File: config.mk
export PLATFORM = sky130hd
export DESIGN_NAME = irq_recognizer
export DESIGN_NICKNAME = d
export VERILOG_FILES = /design/src/rtl/irq_rec_pkg.sv /design/src/rtl/irq_sync.sv /design/src/rtl/nmi_qual.sv /design/src/rtl/prio_pick.sv /design/src/rtl/irq_recognizer.sv
export SDC_FILE = /design/constraint.sdc
export NUM_CORES = 1
export LEC_CHECK = 0
export ABC_AREA = 1
export BUFFER_PORTS_ARGS = -buffer_cell sky130_fd_sc_hd__buf_2
export CAP_MARGIN = 10
export CELL_PAD_IN_SITES_DETAIL_PLACEMENT = 0
export CELL_PAD_IN_SITES_GLOBAL_PLACEMENT = 1
export CORE_UTILIZATION = 39
export CTS_CLUSTER_DIAMETER = 150
export DETAILED_ROUTE_END_ITERATION = 12
export PLACE_DENSITY_LB_ADDON = 0.12
export SYNTH_ARGS = -nofsm -noshare
export SYNTH_HDL_FRONTEND = slang
export SYNTH_HIERARCHICAL = 1
export SYNTH_SLANG_ARGS = --single-unit
File: constraint.sdc
create_clock -name clk -period 2.68 [get_ports clk]
set_clock_uncertainty 0.15 [all_clocks]
set_input_delay 0.536 -clock clk [delete_from_list [all_inputs] [get_ports clk]]
set_output_delay 0.536 -clock clk [all_outputs]
set_load 0.005 [all_outputs]
File: src/rtl/irq_rec_pkg.sv
package irq_rec_pkg;
  localparam int DEF_LVL_W  = 3;
  localparam int DEF_STAGES = 2;

  function automatic int top_level(input int lvl_w);
    return (1 << lvl_w) - 1;
  endfunction
endpackage

File: src/rtl/irq_sync.sv
module irq_sync #(
  parameter int W      = 7,
  parameter int STAGES = 2
) (
  input  logic         clk,
  input  logic         rst_n,
  input  logic [W-1:0] line_n,
  output logic [W-1:0] pend
);
  logic [W-1:0] stg [STAGES];

  for (genvar s = 0; s < STAGES; s++) begin : g_stage
    always_ff @(posedge clk or negedge rst_n) begin
      if (!rst_n) stg[s] <= '1;
      else if (s == 0) stg[s] <= line_n;
      else stg[s] <= stg[(s == 0) ? 0 : s-1];
    end
  end

  assign pend = ~stg[STAGES-1];
endmodule

File: src/rtl/nmi_qual.sv
module nmi_qual (
  input  logic clk,
  input  logic rst_n,
  input  logic line,
  input  logic clr,
  output logic pend
);
  logic prev, armed, fall;

  assign fall = line & ~prev;

  always_ff @(posedge clk or negedge rst_n) begin
    if (!rst_n) begin
      prev  <= 1'b0;
      armed <= 1'b0;
    end else begin
      prev <= line;
      if (fall)     armed <= 1'b1;
      else if (clr) armed <= 1'b0;
    end
  end

  assign pend = armed & line;
endmodule

File: src/rtl/prio_pick.sv
module prio_pick #(
  parameter int LVL_W = 3,
  localparam int NLVL = (1 << LVL_W) - 1
) (
  input  logic [NLVL-2:0]  req,
  input  logic             nmi,
  input  logic [LVL_W-1:0] mask,
  output logic             valid,
  output logic [LVL_W-1:0] level
);
  always_comb begin
    valid = 1'b0;
    level = '0;
    for (int i = 0; i < NLVL-1; i++) begin
      if (req[i] && (LVL_W'(i+1) > mask)) begin
        valid = 1'b1;
        level = LVL_W'(i+1);
      end
    end
    if (nmi) begin
      valid = 1'b1;
      level = '1;
    end
  end
endmodule

File: src/rtl/irq_recognizer.sv
module irq_recognizer
  import irq_rec_pkg::*;
#(
  parameter int LVL_W       = DEF_LVL_W,
  parameter int SYNC_STAGES = DEF_STAGES
) (
  input  logic                    clk,
  input  logic                    rst_n,
  input  logic [(1<<LVL_W)-2:0]   irq_n,
  input  logic                    mask_load,
  input  logic [LVL_W-1:0]        mask_value,
  output logic [LVL_W-1:0]        cur_mask,
  output logic                    rec_valid,
  output logic [LVL_W-1:0]        rec_level,
  input  logic                    rec_ready
);
  localparam int NLVL = top_level(LVL_W);

  logic [NLVL-1:0] pend;
  logic            nmi_pend;
  logic            take;
  logic [LVL_W-1:0] mask_q;

  irq_sync #(.W(NLVL), .STAGES(SYNC_STAGES)) u_sync (
    .clk(clk), .rst_n(rst_n), .line_n(irq_n), .pend(pend)
  );

  assign take = rec_valid & rec_ready;

  nmi_qual u_nmi (
    .clk(clk), .rst_n(rst_n), .line(pend[NLVL-1]),
    .clr(take && (rec_level == LVL_W'(NLVL))),
    .pend(nmi_pend)
  );

  prio_pick #(.LVL_W(LVL_W)) u_pick (
    .req(pend[NLVL-2:0]), .nmi(nmi_pend), .mask(mask_q),
    .valid(rec_valid), .level(rec_level)
  );

  always_ff @(posedge clk or negedge rst_n) begin
    if (!rst_n)         mask_q <= '1;
    else if (take)      mask_q <= rec_level;
    else if (mask_load) mask_q <= mask_value;
  end

  assign cur_mask = mask_q;
endmodule

[Word-level counts from Yosys, hierarchy flattened]
Index checks and enable logic that the tools add are counted.
Cells by class
  equal/unequal tests: 1
  bitwise operators: 5
  mux-type cells: 18
  reduce and logical (&&, ||, !) cells: 9
  order comparisons: 6
Operators by type and width (count)
  $mux W3: 6
  $mux W1: 10
  $gt A3 B3 Y1 const A: 3
  $logic_and A1 B1 Y1: 7
  $not A7 Y7: 1
  $gt A2 B3 Y1 const A: 2
  $mux W2: 2
  $reduce_bool A2 Y1: 2
  $and A1 B1 Y1: 3
  $eq A3 B3 Y1 const B: 1
  $gt A1 B3 Y1 const A: 1
  $not A1 Y1: 1
Storage, ports and cells
  input bits: 14
  word-level logic and storage cells: 44
  bits in registers: 19
  output and inout port bits: 7

[Depth between registers and ports, before layout]
  depth after elaboration: 13
  gate-level depth with buffers: 14
  gate-level depth less buffers: 14

[By module]
The synthesis kept the hierarchy.
Modules (own cells, without submodules)
  irq_sync: times used 1, area each 394.1 um^2, sequential area each 367.9 um^2, cells each 21
  irq_recognizer: times used 1, area each 166.4 um^2, sequential area each 78.8 um^2, cells each 23
  prio_pick: times used 1, area each 131.4 um^2, sequential area each 0.0 um^2, cells each 28
  nmi_qual: times used 1, area each 76.3 um^2, sequential area each 50.0 um^2, cells each 9

[Worst setup path after synthesis]
Ideal clock, no wire load.
  path type: reg2out
  start: register mask_q[2], in the netlist cur_mask[2]
  end: output rec_valid
  path buffers: 0
  arrival time: 1.018 ns
  setup slack: 0.976 ns
  stages on the path, launching flop included: 6
  data required time: 1.994 ns
  cells stage by stage: dfstp_2 -> inv_2 -> o21ai_2 -> nand2_2 -> nor2_2 -> nand2_1
On the way
  longest elaborated chain between the ends: 9
  elaborated cells on any way between the ends: 19
  those cells by class: order compare (6); mux (7); reduce/logical (6)
Ends and longest elaborated chain
  start: declaration: line irq_recognizer.sv:22  | logic [LVL_W-1:0] mask_q;
  start signal: assignment: line irq_recognizer.sv:43  | else if (take) mask_q <= rec_level;
  start signal: assignment: line irq_recognizer.sv:44  | else if (mask_load) mask_q <= mask_value;
  $gt A1 B3 Y1: line prio_pick.sv:15  | if (req[i] && (LVL_W'(i+1) > mask)) begin
  $logic_and A1 B1 Y1: line prio_pick.sv:15
  $mux W1 (5 in series): line prio_pick.sv:15
  $mux W1 (*): line prio_pick.sv:15
  $mux W1 (*): line prio_pick.sv:20  | if (nmi) begin
  end: declaration: line irq_recognizer.sv:13  | output logic rec_valid,
Every way passes the cells marked *; elsewhere a longest branch is shown, timed or not.

[Worst setup path in the final report]
Ends and elaborated chain as after synthesis.

==> results.md <==
- Largest net degree at the start of global routing: 20
- Via density per instance: 4.38
- Crit path DAT: ~1500 ps
- Most common cell after layout, fill and taps aside: nand2_1
- H-tree depth: 1
- Final ANT Viol Nets: 0
- Hold_buf cts: 0
- GRT Total Usage: 13.7%
- Wirelength per Cell: 9.54 um
- Number of fill cells: 176
- Area Overhead vs Synth: 20.5%
- Inserted Clock Buffers: 3
- Internal power: approximately 0.00047 W
- Clock buffer depth: 2
- Max Fclk: between 0.4 and 0.5 GHz
- Status: completed
- DPL Wire Length: 976 um
- Syn_area_per_cell: approximately 9.5 um^2
- Reg clk slew, reported paths: 100 ps
- Die Width: 46.4 um
- Die ar.: 2150 um^2
- Leakage Power: a little under 0.5 nW
- Core ar.: 1780 um^2
- Share of cells above drive strength 1: roughly 45%
- CTS tree: done
- Worst setup path class: reg -> out
- Clock tree sinks: 19
- Final worst path period need: approximately 2200 ps
- Switching share of power: 31.0%
- # IOs: 21
- DR pass1 iterations: 4
- Ys Warns: 6
- First-pass GRT wire length: 2.00 mm
- Worst-path fanout max: 6
- Max_cap viols: 0
- Final setup fails: 0
- Reg area: 497 um^2
- Row count: 15
- Final slew viol count: 0
- Final Hold Vio Count: 0
- Worst IR Drop VDD: 0.402 mV
- Worst-Skew Late Latency: 280 ps
- Final Cycle Share: 82.3%
- Area after DPL: about 900 um^2
- Multi-input gate area: 204 um^2
- NumNets Final: 120
- Critical Path RT: 1990 ps
- Count of different cell masters after synthesis: 14
- Power, Total: 0.000676 W
- Synth Register Bits: 19
- Clock share of power: 20.0%
- Setup Buffers After CTS: 0
- Setup crit start kind: flop
- N_diodes: 0
- Mapped Area: 768 um^2
- Total negative slack: 0 ps
- Logic pwr share: 26.3%
- Initial Utilization: 43.1%
- Rel. slew slack: between 70% and 80%
- Initial antenna violation count: 0
- RSZ-0062 raised after global routing: false
- Routed wire length: 1.24 mm
- Most frequent cells in the layout: 24 x nand2_1, 20 x buf_2, 17 x dfstp_2
- CTS resizes: 0
- HP Class: in -> async
- Seq/Total Area, Yosys: 64.7%
- Post-synthesis net count: 95
- CTS Root Cell: clkbuf_4
- Pwr/cell area: approximately 730 nW/um^2
- Height of the die: 46.4 um
- Via count: around 570
- NetSw: approximately 0.00021 W
- Flop pwr share: 53.7%
- Post-layout util: 51.9%
- Vias in the first global route: roughly 530
- PortBufs: 20
- Gr ovfl total: 0
- DRC viols: 0
- Detailed Route Iter0 Violations: 11
- Post-synthesis cell count: 81
- Slew @ Worst Pin: between 300 and 400 ps
- Worst Setup End Kind: output pin
- Placer Congestion: slightly above 0.8
- Final design area excluding fillers: 926 um^2
[cell usage after synthesis]
library cell | n | area [um^2]
nand2_1 | 24 | 90.1
dfstp_2 | 17 | 447
inv_1 | 16 | 60.1
nand3_1 | 10 | 50.1
dfrtp_1 | 2 | 50.1
nand2_2 | 2 | 12.5
nor2_1 | 2 | 7.51
nor2_2 | 2 | 12.5
a21oi_1 | 1 | 5.00
clkinv_1 | 1 | 3.75
inv_2 | 1 | 3.75
nand3_2 | 1 | 10.0
o21ai_2 | 1 | 8.76
o31ai_1 | 1 | 7.51
[worst max-delay path, stage by stage (launching register included)]
cell and delay (ps):
dfstp_2 590, inv_2 60, o21ai_2 160, nand2_2 80
nor2_2 110, nand2_1 100, buf_2 140
[final timing paths]
check | start | endpoint | slack [ps] | depth (start not counted)
setup / recovery | cur_mask[2]$_DFFE_PN1P_ | rec_valid | 470 | 6
hold / removal | rst_n | u_nmi/prev$_DFF_PN0_ | 10 | 1
setup reg to reg | cur_mask[2]$_DFFE_PN1P_ | cur_mask[2]$_DFFE_PN1P_ | 1010 | 9
hold reg to reg | u_sync/stg[10]$_DFF_PN1_ | u_sync/stg[3]$_DFF_PN1_ | 210 | 0
max in group asynchronous | rst_n | u_sync/stg[4]$_DFF_PN1_ | 2050 | 1
min in group clk | irq_n[6] | u_sync/stg[13]$_DFF_PN1_ | 190 | 1
[kinds of logic (layout without fill, tap and decap cells)]
family	count (synthesis)	in the layout	synth area share, %
buffers and inverters	18	42	8.79
and+or+nand+nor	41	41	23.8
DFF	19	19	64.7
AOI/OAI and AO/OA	3	3	2.77
[routing by layer]
layer,GRT usage [%],up-vias,wire [um]
li1,-,290,-
met1,15.9,262,556
met2,23.1,15,620
met3,3.53,2,51
met4,7.06,0,12
met5,0,-,0
[power by group through the flow]
stage	logic, W	clock network, W	registers [W]
2_1_floorplan	0.000114	0	0.000364
3_3_place_gp	0.000181	0	0.000364
3_5_place_dp	0.000180	0	0.000368
4_1_cts	0.000181	0.000142	0.000364
5_1_grt	0.000204	0.000153	0.000367
6_report	0.000178	0.000135	0.000363
[through the flow]
step | std cells | hold slack (ps) | setup slack (ps)
floorplan | 81 | 90.4 | 976
global placement | 126 | 195 | 780
CTS | 130 | 17.8 | 442
finish | 130 | 11.1 | 473
detailed placement | 126 | 197 | 775
global route | 130 | 36.6 | 352
[area by class of cell]
type                    count  area share [%]
flip-flops and latches     19            53.6
multi-input cells          44            22.0
repair buffers             20            10.8
inverters                  18            7.30
well taps                  25            3.38
clock buffers               4            2.84
[sequential cells by signal, summed over array words and instances (netlist names)]
name	flops
cur_mask	3
u_nmi/prev	1
u_nmi/armed	1
u_sync/stg	14
Power figures use the tool's default switching activity.
